[src/rtl/irq_prio_pkg.sv]
package irq_prio_pkg;
  localparam int unsigned LVL_W = 3;
  localparam int unsigned LVL_MAX = (1 << LVL_W) - 1;
  typedef logic [LVL_W-1:0] lvl_t;
endpackage

[src/rtl/irq_src_slot.sv]
module irq_src_slot
  import irq_prio_pkg::*;
(
  input  logic clk_i,
  input  logic rst_ni,
  input  logic evt_i,
  input  logic clr_i,
  input  logic lvl_we_i,
  input  lvl_t lvl_i,
  output logic pend_o,
  output lvl_t lvl_o
);
  logic pend_q;
  lvl_t lvl_q;

  // event has precedence over any clear
  always_ff @(posedge clk_i or negedge rst_ni) begin
    if (!rst_ni)       pend_q <= 1'b0;
    else if (evt_i)    pend_q <= 1'b1;
    else if (clr_i)    pend_q <= 1'b0;
  end

  always_ff @(posedge clk_i or negedge rst_ni) begin
    if (!rst_ni)       lvl_q <= '0;
    else if (lvl_we_i) lvl_q <= lvl_i;
  end

  assign pend_o = pend_q;
  assign lvl_o  = lvl_q;

  AST_EVT_SETS: assert property (@(posedge clk_i) disable iff (!rst_ni)
    evt_i |=> pend_o);
  AST_EVT_WINS: assert property (@(posedge clk_i) disable iff (!rst_ni)
    (evt_i && clr_i) |=> pend_o);
  AST_NO_SELF_SET: assert property (@(posedge clk_i) disable iff (!rst_ni)
    (!evt_i && !pend_o) |=> !pend_o);
  AST_LVL_HOLD: assert property (@(posedge clk_i) disable iff (!rst_ni)
    !lvl_we_i |=> $stable(lvl_o));
endmodule

[src/rtl/irq_cpu_state.sv]
module irq_cpu_state
  import irq_prio_pkg::*;
(
  input  logic clk_i,
  input  logic rst_ni,
  input  logic we_i,
  input  logic ien_i,
  input  lvl_t ipl_i,
  output logic ien_o,
  output lvl_t ipl_o
);
  logic ien_q;
  lvl_t ipl_q;

  always_ff @(posedge clk_i or negedge rst_ni) begin
    if (!rst_ni) begin
      ien_q <= 1'b0;
      ipl_q <= '0;
    end else if (we_i) begin
      ien_q <= ien_i;
      ipl_q <= ipl_i;
    end
  end

  assign ien_o = ien_q;
  assign ipl_o = ipl_q;

  AST_CPU_HOLD: assert property (@(posedge clk_i) disable iff (!rst_ni)
    !we_i |=> ($stable(ien_o) && $stable(ipl_o)));
endmodule

[src/rtl/irq_arbiter.sv]
module irq_arbiter
  import irq_prio_pkg::*;
#(
  parameter int unsigned N_SRC = 8,
  localparam int unsigned IDX_W = (N_SRC > 1) ? $clog2(N_SRC) : 1
) (
  input  logic [N_SRC-1:0]            pend_i,
  input  lvl_t [N_SRC-1:0]            lvl_i,
  input  logic                        ien_i,
  input  lvl_t                        ipl_i,
  output logic                        irq_o,
  output logic [IDX_W-1:0]            idx_o
);
  // ascending scan with strict compare keeps the lowest index on ties
  always_comb begin
    lvl_t best;
    irq_o = 1'b0;
    idx_o = '0;
    best  = ipl_i;
    for (int i = 0; i < N_SRC; i++) begin
      if (ien_i && pend_i[i] && (lvl_i[i] > best)) begin
        irq_o = 1'b1;
        idx_o = IDX_W'(i);
        best  = lvl_i[i];
      end
    end
  end
endmodule

[src/rtl/irq_prio_ctrl.sv]
module irq_prio_ctrl
  import irq_prio_pkg::*;
#(
  parameter int unsigned N_SRC = 8,
  localparam int unsigned IDX_W = (N_SRC > 1) ? $clog2(N_SRC) : 1
) (
  input  logic              clk_i,
  input  logic              rst_ni,
  input  logic [N_SRC-1:0]  req_evt_i,
  input  logic [IDX_W-1:0]  reg_sel_i,
  input  logic              reg_lvl_we_i,
  input  logic [LVL_W-1:0]  reg_lvl_i,
  input  logic              reg_req_we_i,
  input  logic              reg_req_i,
  input  logic              cpu_we_i,
  input  logic              cpu_ien_i,
  input  logic [LVL_W-1:0]  cpu_ipl_i,
  input  logic              ack_i,
  output logic              irq_o,
  output logic [IDX_W-1:0]  irq_idx_o,
  output logic [N_SRC-1:0]  pend_o,
  output logic              ien_o,
  output logic [LVL_W-1:0]  ipl_o,
  output logic [LVL_W-1:0]  rd_lvl_o
);
  lvl_t [N_SRC-1:0] lvl_w;
  logic [N_SRC-1:0] pend_w;
  logic             ien_w;
  lvl_t             ipl_w;
  logic             irq_w;
  logic [IDX_W-1:0] idx_w;

  for (genvar g = 0; g < N_SRC; g++) begin : g_src
    logic hit, sw_clr, ack_clr;
    assign hit     = (reg_sel_i == IDX_W'(g));
    assign sw_clr  = reg_req_we_i && hit && !reg_req_i;
    assign ack_clr = ack_i && irq_w && (idx_w == IDX_W'(g));

    irq_src_slot u_slot (
      .clk_i    (clk_i),
      .rst_ni   (rst_ni),
      .evt_i    (req_evt_i[g]),
      .clr_i    (sw_clr || ack_clr),
      .lvl_we_i (reg_lvl_we_i && hit),
      .lvl_i    (reg_lvl_i),
      .pend_o   (pend_w[g]),
      .lvl_o    (lvl_w[g])
    );
  end

  irq_cpu_state u_cpu (
    .clk_i  (clk_i),
    .rst_ni (rst_ni),
    .we_i   (cpu_we_i),
    .ien_i  (cpu_ien_i),
    .ipl_i  (cpu_ipl_i),
    .ien_o  (ien_w),
    .ipl_o  (ipl_w)
  );

  irq_arbiter #(.N_SRC(N_SRC)) u_arb (
    .pend_i (pend_w),
    .lvl_i  (lvl_w),
    .ien_i  (ien_w),
    .ipl_i  (ipl_w),
    .irq_o  (irq_w),
    .idx_o  (idx_w)
  );

  assign irq_o     = irq_w;
  assign irq_idx_o = idx_w;
  assign pend_o    = pend_w;
  assign ien_o     = ien_w;
  assign ipl_o     = ipl_w;
  assign rd_lvl_o  = lvl_w[reg_sel_i];

  AST_IRQ_NEEDS_IEN: assert property (@(posedge clk_i) disable iff (!rst_ni)
    irq_o |-> ien_o);
  AST_IRQ_ABOVE_IPL: assert property (@(posedge clk_i) disable iff (!rst_ni)
    irq_o |-> (pend_o[irq_idx_o] && (lvl_w[irq_idx_o] > ipl_o)));
  AST_IPL_MAX_BLOCKS: assert property (@(posedge clk_i) disable iff (!rst_ni)
    (ipl_o == lvl_t'(LVL_MAX)) |-> !irq_o);
  AST_ACK_CLEARS: assert property (@(posedge clk_i) disable iff (!rst_ni)
    (ack_i && irq_o && !req_evt_i[irq_idx_o]) |=> !pend_o[$past(irq_idx_o)]);
  AST_IDLE_IDX: assert property (@(posedge clk_i) disable iff (!rst_ni)
    !irq_o |-> (irq_idx_o == '0));
endmodule

[config.mk]
export PLATFORM = sky130hd
export DESIGN_NAME = irq_prio_ctrl
export DESIGN_NICKNAME = d
export VERILOG_FILES = /design/src/rtl/irq_prio_pkg.sv /design/src/rtl/irq_src_slot.sv /design/src/rtl/irq_cpu_state.sv /design/src/rtl/irq_arbiter.sv /design/src/rtl/irq_prio_ctrl.sv
export SDC_FILE = /design/constraint.sdc
export NUM_CORES = 1
export LEC_CHECK = 0
export BUFFER_PORTS_ARGS = -buffer_cell sky130_fd_sc_hd__buf_2
export CAP_MARGIN = 10
export CORE_MARGIN = 5
export CORE_UTILIZATION = 62
export CTS_CLUSTER_DIAMETER = 50
export DETAILED_ROUTE_END_ITERATION = 6
export PLACE_DENSITY = 0.86
export SYNTH_ARGS = -nofsm -noshare
export SYNTH_HDL_FRONTEND = slang
export SYNTH_SLANG_ARGS = --single-unit
[constraint.sdc]
create_clock -name clk_i -period 17.3 [get_ports clk_i]
set_clock_uncertainty 0.05 [all_clocks]
set_input_delay 0 -clock clk_i [delete_from_list [all_inputs] [get_ports clk_i]]
set_output_delay 0 -clock clk_i [all_outputs]
set_load 0.01 [all_outputs]
## Word level (Yosys, flattened, before mapping)

Cells that the tools add are included.
W data, S select, Z words.

- Flip-flop bits (word level): 36
- Output and inout bits: 19
- Word-level logic and storage cells: 149

- Order comparisons: 9
- Equal/unequal tests: 14
- Multiplexer cells: 40
- Reductions and logical operators: 68

Operator list:

| operator | number |
|---|---|
| $logic_and A1 B1 Y1 | 49 |
| $mux W3 | 12 |
| $mux W1 | 25 |
| $eq A3 B3 Y1 const B | 8 |
| $gt A3 B3 Y1 | 8 |
| $reduce_bool A2 Y1 | 8 |
| $eq A3 B2 Y1 const B | 4 |
| $bmux W3 S3 | 1 |
| $logic_or A1 B1 Y1 | 8 |
| $eq A3 B1 Y1 const B | 2 |
| $logic_not A3 Y1 | 2 |
| $lt A3 B4 Y1 const B | 1 |
| $mux W2 | 2 |
| $logic_not A1 Y1 | 1 |

## Depth between registers and ports, before layout

Gate-level depths: netlist of the first run.

- Word-level depth: 29
- Gate-level depth with buffers: 59
- Gate-level depth less buffers: 58

## Cells and area by module

A second synthesis of the first run with hierarchy kept.

- Cell total of the unflattened synthesis: 300
- Area total of the unflattened synthesis: 2,924.1 µm²

Modules (own cells, without submodules):

| module | times used | cells each | area each (µm²) | sequential area each (µm²) |
|---|---|---|---|---|
| irq_arbiter | 1 | 171 | 1,229.9 | 0.0 |
| irq_src_slot | 8 | 9 | 145.1 | 100.1 |
| irq_prio_ctrl | 1 | 49 | 387.9 | 0.0 |
| irq_cpu_state | 1 | 8 | 145.1 | 100.1 |

## Worst setup path before layout of the first run

OpenSTA, ideal clock, no wires.

- Kind: register to register
- Start: register u_cpu.ipl_q[1] (netlist: u_cpu.ipl_o[1])
- End: register g_src[1].u_slot.pend_q
- Arrival: 11.339 ns
- Path slack: 5.791 ns
- Stages on the path, launching flop included: 57
- Buffers on the path: 1
- Cells stage by stage: dfrtp_1 -> inv_1 -> ha_1 -> nor2b_4 -> o311a_4 -> nand2_4 -> nand2_1 -> o21ai_0 -> ha_1 -> nor2_1 -> a22o_1 -> mux2i_1 -> a211oi_1 -> mux2_2 -> ha_1 -> nor2_1 -> a32oi_1 -> o41a_1 -> [... 21 more ...] -> or3_4 -> buf_2 -> mux2i_1 -> ha_1 -> nand3_1 -> nand3_1 -> a21oi_1 -> inv_1 -> a21o_1 -> ha_1 -> a21o_1 -> a21oi_1 -> a311oi_1 -> nor2_1 -> and2_1 -> nand2_1 -> or4b_1 -> a31o_1

- Word-level cells in the longest chain between the ends: 28

Ends and longest elaborated chain:

| what | RTL line | text |
|---|---|---|
| from (decl) | irq_cpu_state.sv:13 | `lvl_t ipl_q;` |
| from (signal assigned) | irq_cpu_state.sv:21 | `ipl_q <= ipl_i;` |
| $gt A3 B3 Y1 | irq_arbiter.sv:21 | `if (ien_i && pend_i[i] && (lvl_i[i] > best)) begin` |
| $logic_and A1 B1 Y1 | irq_arbiter.sv:21 |  |
| $mux W3 | irq_arbiter.sv:21 |  |
| $gt A3 B3 Y1 | irq_arbiter.sv:21 |  |
| $logic_and A1 B1 Y1 | irq_arbiter.sv:21 |  |
| $mux W3 | irq_arbiter.sv:21 |  |
| $gt A3 B3 Y1 | irq_arbiter.sv:21 |  |
| $logic_and A1 B1 Y1 | irq_arbiter.sv:21 |  |
| [... 12 more ...] | - |  |
| $mux W3 | irq_arbiter.sv:21 |  |
| $gt A3 B3 Y1 | irq_arbiter.sv:21 |  |
| $logic_and A1 B1 Y1 | irq_arbiter.sv:21 |  |
| $mux W3 or $mux W1 (tied branches) | irq_arbiter.sv:21 |  |
| $eq A3 B1 Y1 or $logic_and A1 B1 Y1 (tied branches) | irq_prio_ctrl.sv:37 | `assign ack_clr = ack_i && irq_w && (idx_w == IDX_W'(g));` |
| $logic_and A1 B1 Y1 * | irq_prio_ctrl.sv:37 |  |
| $logic_or A1 B1 Y1 * | irq_prio_ctrl.sv:43 | `.clr_i (sw_clr \|\| ack_clr),` |
| $reduce_bool A2 Y1 (no line) * | - |  |
| to (signal assigned) | irq_src_slot.sv:18 | `if (!rst_ni) pend_q <= 1'b0;` |
| to (signal assigned) | irq_src_slot.sv:19 | `else if (evt_i) pend_q <= 1'b1;` |
| to (signal assigned) | irq_src_slot.sv:20 | `else if (clr_i) pend_q <= 1'b0;` |
| to (decl) | irq_src_slot.sv:13 | `logic pend_q;` |

Mark *: on every way between the ends. The rest lies on a longest branch, timed or not.
A chain may end at the register's enable or synchronous reset.

## Final worst setup path of the first run

- Start: register u_cpu.ipl_q[2] (netlist: u_cpu.ipl_o[2])
- End: register g_src[1].u_slot.pend_q

The elaborated chain is that of the path after synthesis.

==> flow_metrics.py, run 1 <==
metrics = {
    "die": {
        "fp-row-count": 24,
        "start_util_pct": 64.75,
        "fp.coreArea_um2": 4384,
        "ioPinCount": 44,
        "die_area_um2": 6033,
        "die_y_um": 77.67,
        "die_x_um": 77.67,
    },
    "sta": {
        "fin_hold_ws_ns": 0.01785,
        "fin_setup_tns_ns": 0,
        "relSlewSlack_pct": 40.24,
        "rsz0062_at_grt": "no",
        "fmax_mhz": 75.54,
        "finalHoldViolations": 0,
        "period_share_pct": 76.52,
        "finalCriticalPeriod_ns": 13.24,
        "setup_viol": 0,
        "finalMaxSlewViolations": 0,
        "worst_pin_slew_ns": 0.8882,
    },
    "worst_setup_path": {
        "worstPathMaxFanout": 14,
        "required_ns": 17.43,
        "critPathArrivalTime_ns": 13.37,
        "r2r_end": "g_src[1].u_slot.pend_o",
        "worst_r2r_path_depth": 54,
        "start_kind": "flip-flop",
        "critPathMaxStageDelay_ns": 0.68,
        "path_class": "reg2reg",
        "slowest_stage": "a211oi_1",
        "end_kind": "flip-flop",
        "regToRegSetupSlack_ns": 4.06,
        "regToRegStartpoint": "u_cpu.ipl_o[2]",
        "cp_common_cell": "ha_1",
    },
    "finish": {
        "antenna_cells": 0,
        "area_growth_pct": 17.89,
        "fillers": 322,
        "drive_gt1_share_pct": 25.00,
        "nNetsFinal": 403,
    },
    "clock_tree": {
        "root_buffer": "clkbuf_8",
        "cts_sinks": 36,
        "clock_latency_ns": 0.29,
        "cts_buffers": 5,
        "cts_htree_levels": 2,
        "cts_tree": "yes",
        "postCtsSetupBuffers": 0,
        "clkSlewWorstSetupHoldPaths_ns": 0.08,
        "clockBufferDepth": 2,
    },
    "global_route": {
        "grt_overflow": 0,
        "grt_pass1_wl_mm": 12.90,
        "grt_pass1_vias": 2630,
        "grt_max_degree": 37,
        "antenna_found_initial": 0,
        "track_usage_pct": 26.47,
    },
    "logic_synthesis": {
        "ys_seq_area_share_pct": 31.73,
        "postSynth.asyncResetShare_pct": 100.0,
        "yosysUniqueCellTypes": 62,
        "syn_nets": 346,
        "yosysTopAreaCellShare_pct": 31.73,
        "synth_flop_cell": "dfrtp_1",
        "syn-instance-count": 307,
        "synth_edf_count": 0,
        "synth_seq_cells": 36,
        "syn_area_um2": 2839,
        "synth_area_leaders": "dfrtp_1 (32%), mux2_2 (10%), ha_1 (6.2%)",
        "ys_warn_count": 0,
        "yosys.area.top_type": "dfrtp_1",
        "avgSynthCellArea_um2": 9.247,
    },
    "detailed_routing": {
        "drtIter0Drc": 358,
        "routed_wl_mm": 7.711,
        "detail-route-antenna-nets": 0,
        "wire_per_inst_um": 18.54,
        "dr.pass1.iters": 4,
        "drc": 0,
        "via_count": 2785,
        "viasPerCell": 6.695,
    },
    "flow_run": {
        "drv_cap": 0,
    },
    "hold_path": {
        "hp-start": "ack_i",
        "min_to": "g_src[7].u_slot.pend_o",
        "hold_depth": 3,
        "hp-class": "in2reg",
    },
    "place": {
        "hpwlAfterDp_mm": 5.480,
        "gp_congestion": 0.9458,
        "io_buffers": 43,
    },
    "power": {
        "p_leak_nw": 1.465,
        "power_density_nw_per_um2": 136.2,
        "ir_drop_v": 0.00007861,
    },
    "status": {
        "status": "finished clean",
    },
}
## per-layer routing
| metal | vias to the layer above | GRT usage, % | part of all wire, % |
|---|---|---|---|
| met5 | - | 0 | 0 |
| met4 | 0 | 6.529 | 1.5 |
| met3 | 16 | 4.630 | 10 |
| met2 | 177 | 40.98 | 46 |
| met1 | 1342 | 38.53 | 42 |
| li1 | 1250 | - | - |
## worst max path at each step
stage / startpoint / endpoint / slack [ns] / cells past startpoint
CTS: u_cpu.ipl_o[2] / g_src[1].u_slot.pend_o / 4.41 / 54
global placement: u_cpu.ipl_o[2] / g_src[1].u_slot.pend_o / 4.65 / 54
finish: u_cpu.ipl_o[2] / g_src[1].u_slot.pend_o / 4.06 / 54
detailed placement: u_cpu.ipl_o[2] / g_src[1].u_slot.pend_o / 4.53 / 54
global route: u_cpu.ipl_o[2] / g_src[1].u_slot.pend_o / 3.36 / 54
floorplan: u_cpu.ipl_o[1] / g_src[1].u_slot.pend_o / 5.79 / 56
## synthesized netlist by cell type, types with 2 or more instances
cell / count
a21boi_0: 2
and3_1: 4
or4_1: 2
nand3b_1: 4
a21o_1: 4
a311oi_1: 3
or2_2: 2
nor2b_1: 3
ha_1: 14
a22oi_1: 2
mux4_2: 6
buf_2: 2
nand2_1: 31
and2_1: 2
o21ai_0: 22
nand3_1: 13
nor2_1: 20
buf_1: 2
o31ai_1: 4
nand4_1: 2
dfrtp_1: 36
nor3_1: 7
nor3b_1: 2
buf_4: 8
mux2_2: 26
nor4_1: 2
a211oi_1: 2
a31oi_1: 2
nand2b_1: 7
mux2i_1: 4
a31o_1: 4
a21oi_1: 11
inv_1: 21
clkbuf_1: 3
## final cells by class
type	instances	area, µm²	area share, %
clock buffer	7	96.34	2.879
timing repair buffer	65	435.4	13.01
sequential	36	900.9	26.92
tap	52	65.06	1.944
inverter	21	78.83	2.355
multi-input combinational	235	1770	52.90
## logic make-up after synthesis
group                    after synthesis  share of synthesized area [%]
AO/OA/AOI/OAI                         75                          19.22
adder cells (fa/ha/maj)               15                          6.523
flip-flops                            36                          31.73
buffers and inverters                 36                          5.906
AND/OR/NAND/NOR                      109                          20.14
multiplexers                          36                          16.48
## per-stage QoR
| step | worst slack, ns | cell area (µm²) | util (%) | total power (W) | std cells |
|---|---|---|---|---|---|
| floorplan | 5.791 | 2839 | - | 0.0003172 | 307 |
| global placement | 4.653 | 3030 | 69.12 | 0.0003703 | 387 |
| detailed placement | 4.534 | 3030 | 69.12 | 0.0003782 | 387 |
| CTS | 4.407 | 3347 | 76.34 | 0.0004506 | 416 |
| global route | 3.356 | 3347 | 76.34 | 0.0004922 | 416 |
| finish | 4.062 | 3347 | 76.34 | 0.0004560 | 416 |
## state kept, by name, summed over array words and instances (netlist names)
signal / cells
u_cpu.ien_o: 1
u_cpu.ipl_o: 3
g_src.u_slot.lvl_o: 24
g_src.u_slot.pend_o: 8
## power breakdown
| part | switching [W] | leakage, nW | internal (W) | total (W) |
|---|---|---|---|---|
| registers | 0.0000251 | 0.411 | 0.000102 | 0.000127 |
| logic | 0.000144 | 1.00 | 0.000119 | 0.000263 |
| clock network | 0.0000307 | 0.0503 | 0.0000355 | 0.0000662 |
| total | 0.000200 | 1.46 | 0.000256 | 0.000456 |
## cells in the final DEF (no fill, tap or decap), types with 3 or more instances in the layout
| cell type | count |
|---|---|
| nor2_1 | 20 |
| a31o_1 | 4 |
| nand3b_1 | 4 |
| nand3_1 | 13 |
| a21o_1 | 4 |
| dfrtp_1 | 36 |
| ha_1 | 14 |
| mux2_2 | 26 |
| nand2b_1 | 7 |
| mux4_2 | 6 |
| nand2_1 | 31 |
| a311oi_1 | 3 |
| inv_1 | 21 |
| o21ai_0 | 22 |
| nor2b_1 | 3 |
| clkbuf_8 | 7 |
| buf_2 | 43 |
| o31ai_1 | 4 |
| a21oi_1 | 11 |
| nor3_1 | 7 |
| dlygate4sd3_1 | 22 |
| and3_1 | 4 |
| mux2i_1 | 4 |
## critical path, delay by kind of cell (launching register included)
family	cells	cell delay, ns
fa+ha+maj	8	2.35
buf+inv	4	0.53
simple gates	20	3.84
compound gates	16	4.04
flops	1	0.46
mux	6	1.80
## what timing repair did
action                    in CTS  in global routing
hold buffers                  22                  0
gates resized for setup        0                  0
hold endpoints to repair      53                  0
Note: power is estimated with default switching activity, not from simulation.
==> run 2: changes to the inputs <==
--- a/config.mk
+++ b/config.mk
@@ -5,13 +5,14 @@
 export SDC_FILE = /design/constraint.sdc
 export NUM_CORES = 1
 export LEC_CHECK = 0
+export ABC_AREA = 1
 export BUFFER_PORTS_ARGS = -buffer_cell sky130_fd_sc_hd__buf_2
 export CAP_MARGIN = 10
 export CORE_MARGIN = 5
-export CORE_UTILIZATION = 62
+export CORE_UTILIZATION = 57
 export CTS_CLUSTER_DIAMETER = 50
 export DETAILED_ROUTE_END_ITERATION = 6
-export PLACE_DENSITY = 0.86
+export PLACE_DENSITY = 0.8
 export SYNTH_ARGS = -nofsm -noshare
 export SYNTH_HDL_FRONTEND = slang
 export SYNTH_SLANG_ARGS = --single-unit
==> constraint.sdc (replaced) <==
create_clock -name clk_i -period 12.7 [get_ports clk_i]
set_clock_uncertainty 0.05 [all_clocks]
set_input_delay 0 -clock clk_i [delete_from_list [all_inputs] [get_ports clk_i]]
set_output_delay 0 -clock clk_i [all_outputs]
set_load 0.01 [all_outputs]
==> run 2 against run 1 <==
Against the previous run:
- core utilization decreased by 6.8 points
- highest routed layer unchanged
- clock power up 36%
- critical path type unchanged
- die area increased by 5.7%
- area after synthesis is 2.0% lower
- total power grew 33%
- critical path depth grew 4
- final cell count up 21%
- synthesized cell count grew 23%
- setup slack got worse by 1.4 ns
- non-clock buffer count down 2
- sequential cell count unchanged
- sequential power increased by 27%
==> flow_metrics.py, run 2 <==
metrics = {
    "sta": {
        "rsz0062_at_grt": "no",
        "finalHoldViolations": 0,
        "relSlewSlack_pct": 46.28,
        "finalCriticalPeriod_ns": 10.08,
        "fin_setup_tns_ns": 0,
        "setup_viol": 0,
        "period_share_pct": 79.38,
        "fin_hold_ws_ns": 0.02608,
        "finalMaxSlewViolations": 0,
        "fmax_mhz": 99.19,
        "worst_pin_slew_ns": 0.8059,
        "fin_ws_ns": 2.619,
    },
    "worst_setup_path": {
        "start_kind": "flip-flop",
        "slowest_stage": "dfrtp_1",
        "critPathMaxStageDelay_ns": 0.39,
        "critPathArrivalTime_ns": 10.23,
        "worst_r2r_path_depth": 58,
        "regToRegStartpoint": "u_cpu.ipl_o[2]",
        "required_ns": 12.84,
        "end_kind": "flip-flop",
        "r2r_end": "g_src[0].u_slot.pend_o",
        "cp-startpoint": "u_cpu.ipl_o[2]",
        "worstPathMaxFanout": 11,
        "regToRegSetupSlack_ns": 2.62,
        "path_class": "reg2reg",
        "endpoint": "g_src[0].u_slot.pend_o",
        "cp_common_cell": "o21ai_0",
    },
    "logic_synthesis": {
        "postSynth.asyncResetShare_pct": 100.0,
        "syn_area_um2": 2783,
        "yosys-top-cells-count": "nand2_1 (96), inv_1 (53), o21ai_0 (43), dfrtp_1 (36), nand3_1 (25)",
        "yosysUniqueCellTypes": 38,
        "synth_area_leaders": "dfrtp_1 (32%), nand2_1 (13%), o21ai_0 (7.7%)",
        "ys_seq_area_share_pct": 32.37,
        "syn-instance-count": 379,
        "syn_nets": 418,
        "ys_warn_count": 0,
        "synth.most_common_cell": "nand2_1",
        "synth_seq_cells": 36,
        "yosys.area.top_type": "dfrtp_1",
        "synth_flop_cell": "dfrtp_1",
        "synth_edf_count": 0,
        "yosysTopAreaCellShare_pct": 32.37,
        "avgSynthCellArea_um2": 7.342,
    },
    "die": {
        "fp.coreArea_um2": 4723,
        "fp-row-count": 25,
        "die_x_um": 79.87,
        "start_util_pct": 58.91,
        "die_y_um": 79.87,
        "die_area_um2": 6379,
        "ioPinCount": 44,
    },
    "finish": {
        "drive_gt1_share_pct": 23.39,
        "final_common_cell": "nand2_1",
        "nNetsFinal": 475,
        "fillers": 390,
        "largest_reg_flops": 24,
        "finalCoreUtilization_pct": 69.54,
        "layout_common_cells": "nand2_1 (96), inv_1 (53), o21ai_0 (43), buf_2 (43), dfrtp_1 (36)",
        "area_growth_pct": 18.03,
        "antenna_cells": 0,
    },
    "global_route": {
        "grt_max_degree": 37,
        "grt_pass1_wl_mm": 12.37,
        "track_usage_pct": 24.54,
        "antenna_found_initial": 0,
        "grt_pass1_vias": 2667,
        "grt_overflow": 0,
    },
    "clock_tree": {
        "cts_sinks": 36,
        "cts_buffers": 5,
        "clock_latency_ns": 0.30,
        "root_buffer": "clkbuf_8",
        "cts_htree_levels": 2,
        "cts_tree": "yes",
        "clkSlewWorstSetupHoldPaths_ns": 0.08,
        "clockBufferDepth": 2,
    },
    "power": {
        "p_clk_share_pct": 14.9,
        "combPwrFrac_pct": 58.6,
        "swShare_pct": 47.29,
        "finalPower_w": 0.0006063,
        "seq_power_share_pct": 26.6,
        "ir_drop_v": 0.00008544,
        "p_leak_nw": 1.753,
        "power.internal_w": 0.0003196,
        "net-switching-power_w": 0.0002867,
        "power_density_nw_per_um2": 184.6,
    },
    "place": {
        "hpwlAfterDp_mm": 5.280,
        "io_buffers": 43,
        "gp_congestion": 0.9506,
        "pre_cts_ws_ns": 2.908,
    },
    "detailed_routing": {
        "viasPerCell": 5.479,
        "via_count": 2756,
        "drtIter0Drc": 184,
        "routed_wl_mm": 7.274,
        "dr.pass1.iters": 4,
        "detail-route-antenna-nets": 0,
        "wire_per_inst_um": 14.46,
        "drc": 0,
    },
    "flow_run": {
        "drv_cap": 0,
    },
    "status": {
        "status": "finished clean",
    },
    "hold_path": {
        "hp-class": "in2reg",
    },
}
==> run 2: repair_timing <==
item / in CTS / in global routing
hold endpoints to repair: 48 / 0
hold buffers: 20 / 0
resized for setup: 0 / 0
buffers inserted: 0 / 0
==> run 2: worst min path at each step <==
stage,startpoint,to,slack [ns],depth (start not counted)
global route,ack_i,g_src[7].u_slot.pend_o,0.06,4
CTS,ack_i,g_src[7].u_slot.pend_o,0.02,4
floorplan,rst_ni,g_src[0].u_slot.lvl_o[0],-0.35,0
detailed placement,rst_ni,g_src[0].u_slot.pend_o,0.09,1
finish,ack_i,g_src[7].u_slot.pend_o,0.03,4
global placement,rst_ni,g_src[0].u_slot.pend_o,0.07,1
==> run 2: cell type report <==
class                   count  area [µm²]  share of cell area, %
clock buffers               7       96.34                  2.933
inverters                  61       234.0                  7.124
multi-input cells         269        1554                  47.31
flip-flops and latches     36       900.9                  27.43
well taps                  67       83.83                  2.552
repair buffers             63       415.4                  12.65
==> run 2: power groups by stage <==
stage                     Clock (W)  Combinational, W  Sequential [W]
after CTS                 0.0000921          0.000350        0.000159
after floorplan                   0          0.000278        0.000154
after detailed placement          0          0.000341        0.000162
after global placement            0          0.000330        0.000161
final                     0.0000902          0.000355        0.000161
after global routing      0.0000952          0.000400        0.000163
==> run 2: critical path, delay by kind of cell (launching register included) <==
| kind | cells | cell delay [ns] |
|---|---|---|
| AOI/OAI and AO/OA | 14 | 2.79 |
| adders and majority gates | 8 | 2.39 |
| DFF | 1 | 0.39 |
| buffers and inverters | 5 | 0.35 |
| and+or+nand+nor | 31 | 4.01 |
==> run 2: per-stage QoR <==
stage / instance area (µm²) / cells
after floorplan: 2783 / 379
after global placement: 2988 / 476
final: 3284 / 503
after CTS: 3284 / 503
after global routing: 3284 / 503
after detailed placement: 2988 / 476
==> run 2: cell families (layout without fill, tap and decap cells) <==
kind of cell,count (synthesis),in the layout,synth area share (%)
muxes,1,1,0.4046
buffers and inverters,74,131,11.78
AOI/OAI and AO/OA,79,79,17.72
and+or+nand+nor,175,175,31.43
DFF,36,36,32.37
adders and majority gates,14,14,6.295
==> run 2: layer usage <==
| layer | global-route usage [%] | part of all wire, % |
|---|---|---|
| met4 | 9.291 | 2.2 |
| met3 | 3.725 | 6.2 |
| met1 | 33.00 | 46 |
| met2 | 39.73 | 46 |
| met5 | 0 | 0 |
==> run 3: changes to the inputs <==
==> constraint.sdc (replaced) <==
create_clock -name clk_i -period 9.4 [get_ports clk_i]
set_clock_uncertainty 0.05 [all_clocks]
set_input_delay 0 -clock clk_i [delete_from_list [all_inputs] [get_ports clk_i]]
set_output_delay 0 -clock clk_i [all_outputs]
set_load 0.01 [all_outputs]
==> run 3 against run 2 <==
Against the previous run:
- via count grew 5.9%
- sequential power grew 35%
- clock-buffer cell count shrank 2
- critical path depth is the same
- setup slack lost 2.3 ns
- combinational power grew 58%
- design area grew 6.8%
- sequential cell count is the same
- die area is the same
- global-route usage grew 1.6 points
- critical endpoint is now irq_o
- highest routed layer unchanged
- non-clock buffer count grew 16
- total power grew 52%
==> flow_metrics.py, run 3 (synthesis results as in run 2) <==
metrics = {
    "sta": {
        "fin_setup_tns_ns": 0,
        "finalHoldViolations": 0,
        "fmax_mhz": 110.5,
        "relSlewSlack_pct": 46.03,
        "finalCriticalPeriod_ns": 9.052,
        "setup_viol": 0,
        "worst_pin_slew_ns": 0.8096,
        "finalMaxSlewViolations": 0,
        "fin_ws_ns": 0.3483,
        "period_share_pct": 96.29,
    },
    "global_route": {
        "antenna_found_initial": 0,
        "met1_usage_pct": 33.78,
        "track_usage_pct": 26.19,
        "grt_max_degree": 37,
        "grt_overflow": 0,
        "top_usage_layer": "met2",
        "met2_usage_pct": 43.66,
        "grt_pass1_wl_mm": 13.03,
        "grt_use_met3_pct": 5.079,
        "grt_pass1_vias": 2758,
    },
    "clock_tree": {
        "clockBufferDepth": 2,
        "clock_latency_ns": 0.30,
        "root_buffer": "clkbuf_8",
        "cts_tree": "yes",
        "cts_htree_levels": 2,
        "clkSlewWorstSetupHoldPaths_ns": 0.08,
        "cts_buffers": 5,
        "cts_sinks": 36,
    },
    "finish": {
        "finalCoreUtilization_pct": 74.28,
        "final_cell_area_um2": 3508,
        "final_common_cell": "nand2_1",
        "antenna_cells": 0,
        "area_growth_pct": 26.08,
        "layout_common_cells": "nand2_1 (96), inv_1 (52), buf_2 (43), o21ai_0 (35), dfrtp_1 (35)",
        "fillers": 331,
        "nNetsFinal": 491,
        "drive_gt1_share_pct": 30.02,
        "largest_reg_flops": 24,
    },
    "place": {
        "placed_area_um2": 3018,
        "pre_cts_ws_ns": 0.08472,
        "hpwlAfterDp_mm": 5.316,
        "io_buffers": 43,
        "gp_congestion": 0.9319,
    },
    "die": {
        "die_x_um": 79.87,
        "ioPinCount": 44,
        "start_util_pct": 58.91,
        "die_area_um2": 6379,
        "die_y_um": 79.87,
        "fp.coreArea_um2": 4723,
        "fp-row-count": 25,
    },
    "worst_setup_path": {
        "critPathArrivalTime_ns": 9.00,
        "regToRegSetupSlack_ns": 0.38,
        "worst_r2r_path_depth": 60,
        "path_class": "reg2out",
        "critPathMaxStageDelay_ns": 0.47,
        "start_kind": "flip-flop",
        "cp-startpoint": "g_src[0].u_slot.lvl_o[2]",
        "slowest_stage": "dfrtp_2",
        "regToRegStartpoint": "g_src[0].u_slot.lvl_o[2]",
        "required_ns": 9.35,
        "end_kind": "output port",
        "worstPathMaxFanout": 7,
        "endpoint": "irq_o",
        "r2r_end": "g_src[0].u_slot.pend_o",
    },
    "detailed_routing": {
        "drtIter0Drc": 345,
        "dr.pass1.iters": 5,
        "wire_per_inst_um": 16.01,
        "drc": 0,
        "routed_wl_mm": 8.325,
        "viasPerCell": 5.612,
        "via_count": 2918,
        "detail-route-antenna-nets": 0,
    },
    "power": {
        "net-switching-power_w": 0.0004323,
        "p_leak_nw": 1.852,
        "power_density_nw_per_um2": 262.1,
        "swShare_pct": 47.01,
        "seq_power_share_pct": 23.6,
        "ir_drop_v": 0.0001411,
        "combPwrFrac_pct": 61.1,
        "p_clk_share_pct": 15.3,
        "power.internal_w": 0.0004873,
    },
    "flow_run": {
        "drv_cap": 0,
    },
    "hold_path": {
        "hp-class": "in2reg",
    },
    "status": {
        "status": "finished clean",
    },
}
[run 3: routing by layer]
metal	wire length (µm)	part of all wire, %	up-vias
met4	320	3.8	0
li1	-	-	1380
met5	0	0	-
met3	763	9.2	38
met2	3897	47	174
met1	3344	40	1326
[run 3: critical path: cells and delay by family, from the launching register on]
family	cells	cell delay [ns]
adders and majority gates	8	2.31
AOI/OAI and AO/OA	14	1.73
and+or+nand+nor	31	3.69
DFF	1	0.47
buffers and inverters	5	0.50
[run 3: what timing repair did]
| action | CTS | global route |
|---|---|---|
| buffers inserted | 0 | 12 |
| endpoints found under the hold margin | 48 | 0 |
| pin swaps | 0 | 6 |
| resized for setup | 2 | 25 |
| gates cloned | 0 | 0 |
| hold buffers | 20 | 0 |
| endpoints found under the setup margin | 6 | 12 |
[run 3: layout make-up]
class / instances / area (µm²) / area share [%]
clock buffers: 5 / 68.82 / 1.961
clock inverters: 3 / 42.54 / 1.213
inverters: 61 / 234.0 / 6.669
multi-input cells: 269 / 1642 / 46.79
flip-flops and latches: 36 / 902.1 / 25.71
well taps: 67 / 83.83 / 2.389
repair buffers: 79 / 535.5 / 15.26
[run 3: worst min-delay path by stage]
stage               startpoint  cells after the start                  endpoint  slack [ns]
floorplan               rst_ni                      0  g_src[0].u_slot.lvl_o[0]       -0.35
global placement        rst_ni                      1    g_src[0].u_slot.pend_o        0.08
detailed placement      rst_ni                      1    g_src[0].u_slot.pend_o        0.09
CTS                      ack_i                      4    g_src[7].u_slot.pend_o       0.004
global route             ack_i                      4    g_src[4].u_slot.pend_o        0.05
finish                   ack_i                      4    g_src[4].u_slot.pend_o        0.02
[run 3: metrics by stage]
step / std cells / hold WS [ns] / power, W
after floorplan: 379 / -0.3456 / 0.0005835
after global placement: 480 / 0.08183 / 0.0006749
after detailed placement: 480 / 0.08817 / 0.0006925
after CTS: 508 / 0.003877 / 0.0008482
after global routing: 520 / 0.04911 / 0.0009896
final: 520 / 0.01564 / 0.0009196
[run 3: power groups by stage]
stage	sequential, W	clock, W	combinational (W)
global placement	0.000217	0	0.000458
floorplan	0.000208	0	0.000375
global route	0.000221	0.000149	0.000620
finish	0.000217	0.000141	0.000562
CTS	0.000215	0.000144	0.000489
detailed placement	0.000218	0	0.000474
